$ cat config.mk
export PLATFORM = sky130hd
export DESIGN_NAME = cbv_validator
export DESIGN_NICKNAME = d
export VERILOG_FILES = /design/src/rtl/cbv_pkg.sv /design/src/rtl/cbv_cmd_decode.sv /design/src/rtl/cbv_fetch_seq.sv /design/src/rtl/cbv_field_check.sv /design/src/rtl/cbv_validator.sv
export SDC_FILE = /design/constraint.sdc
export NUM_CORES = 1
export LEC_CHECK = 0
export BUFFER_PORTS_ARGS = -buffer_cell sky130_fd_sc_hd__buf_2
export CAP_MARGIN = 15
export CORE_MARGIN = 2
export CORE_UTILIZATION = 59
export CTS_CLUSTER_DIAMETER = 50
export DETAILED_ROUTE_END_ITERATION = 16
export PLACE_DENSITY = 0.95
export SLEW_MARGIN = 20
export SYNTH_ARGS = -nofsm -noshare
export SYNTH_HDL_FRONTEND = slang
export SYNTH_SLANG_ARGS = --single-unit
$ cat constraint.sdc
create_clock -name clk -period 5.5 [get_ports clk]
set_clock_uncertainty 0.15 [all_clocks]
set_input_delay 1.1 -clock clk [delete_from_list [all_inputs] [get_ports clk]]
set_output_delay 1.1 -clock clk [all_outputs]
set_load 0.02 [all_outputs]
$ cat src/rtl/cbv_pkg.sv
package cbv_pkg;

    typedef enum logic [2:0] {
        CL_NONE,
        CL_START,
        CL_STATUS,
        CL_MODIFY,
        CL_DIAG1,
        CL_DIAG2
    } cmd_class_e;

    localparam logic [7:0] CODE_START  = 8'h40;
    localparam logic [7:0] CODE_STATUS = 8'h42;
    localparam logic [7:0] CODE_MODIFY = 8'h44;
    localparam logic [7:0] CODE_DIAG1  = 8'h48;
    localparam logic [7:0] CODE_DIAG2  = 8'h49;

    // control word (block word 0) field positions
    localparam int IN_FLAG_BIT = 15;
    localparam int OP_RX_BIT   = 14;
    localparam int OP_TX_BIT   = 13;
    localparam int OP_DIS_BIT  = 12;
    localparam int OP_EN_BIT   = 11;
    localparam int RSV_HI      = 10;
    localparam int RSV_LO      = 3;
    localparam int KEY_HI      = 2;
    localparam int KEY_LO      = 0;
    localparam int KEY_W       = KEY_HI - KEY_LO + 1;

    localparam logic [7:0] STAT_NONE   = 8'h00;
    localparam logic [7:0] STAT_REJECT = 8'h02;
    localparam logic [7:0] STAT_SPEC   = 8'h08;

endpackage

$ cat src/rtl/cbv_cmd_decode.sv
module cbv_cmd_decode
    import cbv_pkg::*;
#(
    parameter int CODE_W  = 8,
    parameter int DEV_W   = 8,
    parameter int CBA_W   = 16,
    parameter int NUM_DEV = 2
) (
    input  logic [CODE_W-1:0] code,
    input  logic [DEV_W-1:0]  dev,
    input  logic [CBA_W-1:0]  cb_addr,
    output cmd_class_e        cls,
    output logic              reject
);
    localparam logic [DEV_W-1:0] DEV_LIMIT = DEV_W'(NUM_DEV);
    localparam logic [DEV_W-1:0] DEV_ONE   = DEV_W'(1);

    logic bad_dev;
    logic dev1_only0;

    always_comb begin
        unique case (8'(code))
            CODE_START:  cls = CL_START;
            CODE_STATUS: cls = CL_STATUS;
            CODE_MODIFY: cls = CL_MODIFY;
            CODE_DIAG1:  cls = CL_DIAG1;
            CODE_DIAG2:  cls = CL_DIAG2;
            default:     cls = CL_NONE;
        endcase
        bad_dev    = (dev >= DEV_LIMIT);
        dev1_only0 = (dev == DEV_ONE) && (cls == CL_STATUS || cls == CL_MODIFY);
        reject     = (cls == CL_NONE) || cb_addr[0] || bad_dev || dev1_only0;
    end
endmodule

$ cat src/rtl/cbv_fetch_seq.sv
module cbv_fetch_seq #(
    parameter int DATA_W  = 16,
    parameter int ADDR_W  = 16,
    parameter int CNT_IDX = 6,
    parameter int ADR_IDX = 7
) (
    input  logic              clk,
    input  logic              rst_n,
    input  logic              start,
    input  logic [ADDR_W-1:0] base,
    output logic              rd_en,
    output logic [ADDR_W-1:0] rd_addr,
    input  logic [DATA_W-1:0] rd_data,
    output logic              busy,
    output logic              done,
    output logic [DATA_W-1:0] w_ctl,
    output logic [DATA_W-1:0] w_cnt,
    output logic [DATA_W-1:0] w_adr
);
    localparam int NWORDS = 3;
    localparam int IDX_W  = $clog2(NWORDS);
    localparam logic [IDX_W-1:0] LAST_IDX = IDX_W'(NWORDS - 1);

    typedef enum logic [1:0] {PH_IDLE, PH_REQ, PH_WAIT, PH_DONE} phase_e;

    typedef struct packed {
        phase_e                         phase;
        logic [IDX_W-1:0]               idx;
        logic [ADDR_W-1:0]              base;
        logic [NWORDS-1:0][DATA_W-1:0]  words;
    } seq_s;

    seq_s s_q, s_d;

    // block word number fetched in each slot
    logic [NWORDS-1:0][ADDR_W-1:0] slot_off;
    generate
        for (genvar g = 0; g < NWORDS; g++) begin : g_slot
            localparam int WNUM = (g == 0) ? 0 : ((g == 1) ? CNT_IDX : ADR_IDX);
            assign slot_off[g] = ADDR_W'(WNUM * 2);
        end
    endgenerate

    always_comb begin
        s_d = s_q;
        unique case (s_q.phase)
            PH_IDLE: begin
                if (start) begin
                    s_d.phase = PH_REQ;
                    s_d.idx   = '0;
                    s_d.base  = base;
                end
            end
            PH_REQ: s_d.phase = PH_WAIT;
            PH_WAIT: begin
                s_d.words[s_q.idx] = rd_data;
                if (s_q.idx == LAST_IDX) begin
                    s_d.phase = PH_DONE;
                end else begin
                    s_d.phase = PH_REQ;
                    s_d.idx   = s_q.idx + IDX_W'(1);
                end
            end
            default: s_d.phase = PH_IDLE;
        endcase
    end

    always_ff @(posedge clk) begin
        if (!rst_n) begin
            s_q <= '0;
        end else begin
            s_q <= s_d;
        end
    end

    assign rd_en   = (s_q.phase == PH_REQ);
    assign rd_addr = s_q.base + slot_off[s_q.idx];
    assign busy    = (s_q.phase != PH_IDLE);
    assign done    = (s_q.phase == PH_DONE);
    assign w_ctl   = s_q.words[0];
    assign w_cnt   = s_q.words[1];
    assign w_adr   = s_q.words[2];
endmodule

$ cat src/rtl/cbv_field_check.sv
module cbv_field_check
    import cbv_pkg::*;
#(
    parameter int DATA_W      = 16,
    parameter int STAT_SDLC_A = 8,
    parameter int STAT_SDLC_B = 12,
    parameter int STAT_BSC_A  = 6,
    parameter int STAT_BSC_B  = 10,
    parameter int DIAG1_CNT   = 17,
    parameter int DIAG2_CNT   = 2
) (
    input  cmd_class_e        cls,
    input  logic              mode_bsc,
    input  logic [DATA_W-1:0] w_ctl,
    input  logic [DATA_W-1:0] w_cnt,
    input  logic [DATA_W-1:0] w_adr,
    output logic              spec_err
);
    logic       in_flag;
    logic [3:0] ops;
    logic       rsv_set;
    logic       odd_adr;
    logic       cnt_zero;
    logic       stat_cnt_ok;
    logic       in_side_ok;

    always_comb begin
        in_flag  = w_ctl[IN_FLAG_BIT];
        ops      = {w_ctl[OP_RX_BIT], w_ctl[OP_TX_BIT], w_ctl[OP_DIS_BIT], w_ctl[OP_EN_BIT]};
        rsv_set  = |w_ctl[RSV_HI:RSV_LO];
        odd_adr  = w_adr[0];
        cnt_zero = (w_cnt == '0);
        if (mode_bsc) begin
            stat_cnt_ok = (w_cnt == DATA_W'(STAT_BSC_A)) || (w_cnt == DATA_W'(STAT_BSC_B));
        end else begin
            stat_cnt_ok = (w_cnt == DATA_W'(STAT_SDLC_A)) || (w_cnt == DATA_W'(STAT_SDLC_B));
        end
        in_side_ok = in_flag && !odd_adr;

        unique case (cls)
            CL_START:  spec_err = ($countones(ops) > 1) ||
                                  ((ops[3] || ops[2]) && cnt_zero);
            CL_STATUS: spec_err = !in_side_ok || !stat_cnt_ok;
            CL_DIAG1:  spec_err = !in_side_ok || rsv_set || (w_cnt != DATA_W'(DIAG1_CNT));
            CL_DIAG2:  spec_err = !in_side_ok || rsv_set || (w_cnt != DATA_W'(DIAG2_CNT));
            default:   spec_err = 1'b0;
        endcase
    end
endmodule

$ cat src/rtl/cbv_validator.sv
module cbv_validator
    import cbv_pkg::*;
#(
    parameter int CODE_W  = 8,
    parameter int DEV_W   = 8,
    parameter int ADDR_W  = 16,
    parameter int DATA_W  = 16,
    parameter int NUM_DEV = 2,
    parameter int CNT_IDX = 6,
    parameter int ADR_IDX = 7
) (
    input  logic                     clk,
    input  logic                     rst_n,
    input  logic                     mode_bsc,
    input  logic                     cmd_valid,
    input  logic [CODE_W+DEV_W+ADDR_W-1:0] cmd_word,
    output logic                     busy,
    output logic                     rd_en,
    output logic [ADDR_W-1:0]        rd_addr,
    input  logic [DATA_W-1:0]        rd_data,
    output logic                     cmd_reject,
    output logic                     spec_check,
    output logic                     start_accept,
    output logic [7:0]               status_byte,
    output logic [KEY_W-1:0]         acc_key,
    output logic [DATA_W-1:0]        acc_count,
    output logic [ADDR_W-1:0]        acc_addr
);
    localparam int CW_W    = CODE_W + DEV_W + ADDR_W;
    localparam int CODE_LO = CW_W - CODE_W;
    localparam int DEV_LO  = ADDR_W;

    typedef struct packed {
        logic              rej;
        logic              spec;
        logic              acc;
        logic [7:0]        stat;
        logic [KEY_W-1:0]  key;
        logic [DATA_W-1:0] cnt;
        logic [ADDR_W-1:0] adr;
        cmd_class_e        cls;
    } top_s;

    top_s t_q, t_d;

    cmd_class_e        dec_cls;
    logic              dec_reject;
    logic              take;
    logic              fetch_start;
    logic              fetch_busy;
    logic              fetch_done;
    logic [DATA_W-1:0] w_ctl, w_cnt, w_adr;
    logic              spec_err;

    cbv_cmd_decode #(
        .CODE_W (CODE_W),
        .DEV_W  (DEV_W),
        .CBA_W  (ADDR_W),
        .NUM_DEV(NUM_DEV)
    ) u_dec (
        .code   (cmd_word[CW_W-1:CODE_LO]),
        .dev    (cmd_word[CODE_LO-1:DEV_LO]),
        .cb_addr(cmd_word[ADDR_W-1:0]),
        .cls    (dec_cls),
        .reject (dec_reject)
    );

    assign take        = cmd_valid && !fetch_busy;
    assign fetch_start = take && !dec_reject;

    cbv_fetch_seq #(
        .DATA_W (DATA_W),
        .ADDR_W (ADDR_W),
        .CNT_IDX(CNT_IDX),
        .ADR_IDX(ADR_IDX)
    ) u_fetch (
        .clk    (clk),
        .rst_n  (rst_n),
        .start  (fetch_start),
        .base   (cmd_word[ADDR_W-1:0]),
        .rd_en  (rd_en),
        .rd_addr(rd_addr),
        .rd_data(rd_data),
        .busy   (fetch_busy),
        .done   (fetch_done),
        .w_ctl  (w_ctl),
        .w_cnt  (w_cnt),
        .w_adr  (w_adr)
    );

    cbv_field_check #(
        .DATA_W(DATA_W)
    ) u_chk_fields (
        .cls     (t_q.cls),
        .mode_bsc(mode_bsc),
        .w_ctl   (w_ctl),
        .w_cnt   (w_cnt),
        .w_adr   (w_adr),
        .spec_err(spec_err)
    );

    always_comb begin
        t_d      = t_q;
        t_d.rej  = 1'b0;
        t_d.spec = 1'b0;
        t_d.acc  = 1'b0;
        if (fetch_done) begin
            if (spec_err) begin
                t_d.spec = 1'b1;
                t_d.stat = STAT_SPEC;
            end else begin
                t_d.acc  = 1'b1;
                t_d.stat = STAT_NONE;
                t_d.key  = w_ctl[KEY_HI:KEY_LO];
                t_d.cnt  = w_cnt;
                t_d.adr  = w_adr;
            end
        end else if (take) begin
            if (dec_reject) begin
                t_d.rej  = 1'b1;
                t_d.stat = STAT_REJECT;
            end else begin
                t_d.cls = dec_cls;
            end
        end
    end

    always_ff @(posedge clk) begin
        if (!rst_n) begin
            t_q     <= '0;
            t_q.cls <= CL_NONE;
        end else begin
            t_q <= t_d;
        end
    end

    assign busy         = fetch_busy;
    assign cmd_reject   = t_q.rej;
    assign spec_check   = t_q.spec;
    assign start_accept = t_q.acc;
    assign status_byte  = t_q.stat;
    assign acc_key      = t_q.key;
    assign acc_count    = t_q.cnt;
    assign acc_addr     = t_q.adr;
endmodule

==> results summary <==
The starting density of the core is 0.608. The number of diodes is 0. The routed design has 10.9 mm of wire.

Along the worst hold path, the cell count comes to 2. The cell area after synthesis came out at 5300 um2. The maximum ir drop on the vdd rail came out at 0.177 mV. The worst endpoint data arrival time came out at 2800 ps. For this run, the number of Yosys warnings is 0. The share of post-route cells with drive strength above 1 is 0.207. The data required time at the worst endpoint came out at 4250 ps.

The start point of the worst min-delay path is u_fetch.s_q[48]$_SDFFE_PN0P_. Synthesis produced a netlist whose cell count is 602. The number of routed nets with antenna violations is 0. The fraction of synthesized cell area taken by the top area cell type is 0.419. The path type of the worst setup path is flop to output pin. The worst setup path is captured at an output pin. The flow ran to the end, and the final reports show no timing, DRC or antenna violations. The number of hold buffers added after CTS was 0. From bottom edge to top edge, the die measures 98.8 um. The worst hold path terminates at u_fetch.s_q[48]$_SDFFE_PN0P_. Among all flip-flop cells after synthesis, the most frequent one is sky130_fd_sc_hd__dfxtp_1. Setup slack on the worst reg-to-reg path comes out at 2650 ps.

The post-route non-filler standard cell count came out at 766. The number of unique standard cell types used by synthesis is 50. The min-delay analysis places its worst path in the category flop to flop.

The core area came out at 8720 um2. Dividing the final minimum period by the clock period gives 0.736. The number of antenna violations at the first check in global routing came out at 0. The final critical-path required period came out at 4050 ps.

The post-synthesis async set-or-reset flop share is 0. Counting instances in the post-synthesis netlist gives the leading cell types as 178 x sky130_fd_sc_hd__nand2_1, 111 x sky130_fd_sc_hd__dfxtp_1, 54 x sky130_fd_sc_hd__mux2i_1. The clock tree synthesis step divided the H-tree into 3 levels. The number of instances in the placed design came out at 749. The first global-routing pass estimated 18.2 mm of wire. The area growth from synthesis to layout is 7.89%. The type of element launching the critical path is a flop. sky130_fd_sc_hd__nand2_1 is the most common cell in the netlist.

The maximum fanout along the worst path came out at 5. The first detailed-routing pass took 4 iterations. Dividing the detail-routed via count by the number of cells gives 5.33. The number of synthesized flops with an enable pin came out at 0.

The remaining design rule violation count came out at 0. The highest clock rate is 247 MHz. Of the synthesized area, sequential elements account for 0.419. After synthesis, the mean cell area works out to 8.80 um2. At the end of routability-driven placement, the weighted congestion stood at 0.856. Entering global routing, the biggest net connects 148 pins. Counting flops and latches in the post-synthesis netlist gives 111. The number of pins exceeding their max-slew limit in the final report is 0. TritonCTS built the clock tree.

The clock sink count is 111. For this run, the post-layout net count is 716. Summed over all instances, the cell type with the most area after synthesis is sky130_fd_sc_hd__dfxtp_1.

The number of buffers added for setup after CTS is 0. The count of buffers inserted at the top-level ports is 109. The total power divided by cell area is 238 nW/um2. Setup slack on the critical path of the routed design comes to 1450 ps. The root buffer cell is sky130_fd_sc_hd__clkbuf_8. Dividing the detail-routed wire length by the instance count gives 14.3 um.

The die width is 98.8 um. The maximum root-to-sink buffer count is 2. The static leakage came out at 2.23 nW. The later-pin clock latency in the skew report came out at 370 ps. The number of placed I/O pins came out at 116.

The iteration-0 DRC count of the detailed router is 253. Row generation in the floorplan step produced 34 rows. The combined global-route utilization of all metal layers is 0.230.

The number of cells on the worst reg-to-reg path is 9. The count of maximum capacitance violations is 0. The area of the die is 9760 um2. In this run the worst setup path begins at u_fetch.s_q[64]$_SDFFE_PN0P_. Summed over all nets, the half-perimeter wirelength after detailed placement is 7.91 mm. The worst max-slew margin expressed relative to the limit came out at 0.427. After global routing the overflow that remains totals 0. By area the synthesized netlist is led by sky130_fd_sc_hd__dfxtp_1 42%, sky130_fd_sc_hd__nand2_1 13%, sky130_fd_sc_hd__mux2i_1 10%.

The launch point of the worst reg-to-reg path is u_fetch.w_ctl[13]$_SDFFE_PN0P_. The minimum setup slack after placement came out at 1810 ps. The pin slew with the least headroom to its limit is 859 ps.

The final setup TNS came out at 0 ps. The register clock-pin slew on the reported worst setup and hold paths came out at 100 ps. In this run the critical register-to-register path is captured at acc_count[0]$_SDFFE_PN0P_.

The number of instances resized during post-cts repair came out at 0. Setup repair after global routing left no endpoint under its margin. The hold violation total from the final report came out at 0. The via count of the first global-routing pass is 3880. The number of failing setup endpoints in the final timing report is 0. Summing over every cut layer, the via total after detailed routing is 4080. The number of CTS-inserted buffers came out at 9.
[per-stage QoR]
step / utilization / cell area (um2) / hold slack, ps / power [W]
global route: 0.656 / 5720 / 330 / 0.00141
CTS: 0.653 / 5700 / 296 / 0.00137
floorplan: - / 5320 / 260 / 0.000855
global placement: 0.630 / 5490 / 270 / 0.000878
finish: 0.656 / 5720 / 293 / 0.00136
detailed placement: 0.630 / 5490 / 280 / 0.000879
[worst max-delay path, cell delays in order, from the launching register on]
cell and delay, ps:
sky130_fd_sc_hd__dfxtp_1 420, sky130_fd_sc_hd__inv_1 100, sky130_fd_sc_hd__ha_1 400, sky130_fd_sc_hd__ha_1 310, sky130_fd_sc_hd__a21o_1 110, sky130_fd_sc_hd__a21oi_1 130, sky130_fd_sc_hd__nor3_1 420, sky130_fd_sc_hd__nand3_1 170
sky130_fd_sc_hd__xnor2_1 180, sky130_fd_sc_hd__buf_2 190
[where the power goes]
| part | internal [W] | switching (W) | total (W) |
|---|---|---|---|
| combinational | 0.0000236 | 0.0000330 | 0.0000567 |
| sequential | 0.000804 | 0.000000383 | 0.000804 |
| clock | 0.000216 | 0.000284 | 0.000501 |
| total | 0.00104 | 0.000318 | 0.00136 |
[cells in the final DEF, fill, tap and decap left out, types with 2 or more instances in the layout]
| master | netlist | layout |
|---|---|---|
| sky130_fd_sc_hd__nand2_1 | 178 | 178 |
| sky130_fd_sc_hd__nor3_1 | 6 | 6 |
| sky130_fd_sc_hd__nor2b_1 | 23 | 23 |
| sky130_fd_sc_hd__mux2i_1 | 54 | 54 |
| sky130_fd_sc_hd__nand3b_1 | 2 | 2 |
| sky130_fd_sc_hd__dfxtp_1 | 111 | 111 |
| sky130_fd_sc_hd__ha_1 | 9 | 9 |
| sky130_fd_sc_hd__xnor2_1 | 9 | 9 |
| sky130_fd_sc_hd__o22ai_1 | 3 | 3 |
| sky130_fd_sc_hd__clkbuf_8 | 0 | 9 |
| sky130_fd_sc_hd__and2_1 | 6 | 6 |
| sky130_fd_sc_hd__nor4_1 | 8 | 8 |
| sky130_fd_sc_hd__o21ai_0 | 2 | 2 |
| sky130_fd_sc_hd__a21boi_0 | 48 | 48 |
| sky130_fd_sc_hd__buf_2 | 4 | 108 |
| sky130_fd_sc_hd__nand3_1 | 8 | 8 |
| sky130_fd_sc_hd__fa_1 | 2 | 2 |
| sky130_fd_sc_hd__nand4_1 | 2 | 2 |
| sky130_fd_sc_hd__nor2_1 | 10 | 10 |
| sky130_fd_sc_hd__inv_1 | 6 | 6 |
| sky130_fd_sc_hd__nand2b_1 | 2 | 2 |
| sky130_fd_sc_hd__xor2_1 | 6 | 6 |
| sky130_fd_sc_hd__clkinv_4 | 0 | 2 |
| sky130_fd_sc_hd__conb_1 | 1 | 6 |
| sky130_fd_sc_hd__buf_4 | 44 | 2 |
| sky130_fd_sc_hd__a21oi_1 | 5 | 5 |
| sky130_fd_sc_hd__nor3b_1 | 2 | 2 |
[worst max-delay path by stage]
stage | endpoint | slack (ps) | cells after the start
after floorplan | rd_addr[12] | 2180 | 8
after global placement | t_q[0]$_SDFFE_PN0P_ | 1930 | 6
after detailed placement | u_fetch.s_q[60]$_SDFFE_PN0P_ | 1810 | 6
after CTS | rd_addr[14] | 1430 | 9
after global routing | rd_addr[14] | 1280 | 9
final | rd_addr[14] | 1450 | 9
[routing by layer]
metal,vias to the layer above,GRT usage,share of wire
met3,15,0.0518,0.056
met5,-,0,0
met1,1895,0.283,0.42
li1,2035,-,-
met2,135,0.405,0.51
met4,0,0.0601,0.014
[state kept, by name, indices dropped and copies added (netlist names)]
name,count
u_fetch.w_adr,16
u_fetch.s_q,20
u_fetch.w_ctl,16
spec_check,1
acc_addr,16
t_q,3
acc_key,3
start_accept,1
status_byte,2
acc_count,16
cmd_reject,1
u_fetch.w_cnt,16
[kinds of logic after synthesis]
| kind of cell | synth area share |
|---|---|
| buf+inv | 0.104 |
| fa+ha+maj | 0.0288 |
| flops | 0.419 |
| xor+xnor | 0.0248 |
| mux | 0.102 |
| other cells | 0.000708 |
| compound gates | 0.0937 |
| simple gates | 0.226 |
[area by class of cell]
| type | count | area, um2 |
|---|---|---|
| multi-input cells | 413 | 2550 |
| inverters | 6 | 22.5 |
| well taps | 108 | 135 |
| repair buffers | 112 | 582 |
| fillers | 680 | 3000 |
| clock buffers | 9 | 124 |
| clock inverters | 7 | 80.1 |
| flip-flops and latches | 111 | 2220 |
No activity file was read; power rests on OpenSTA's default activity.
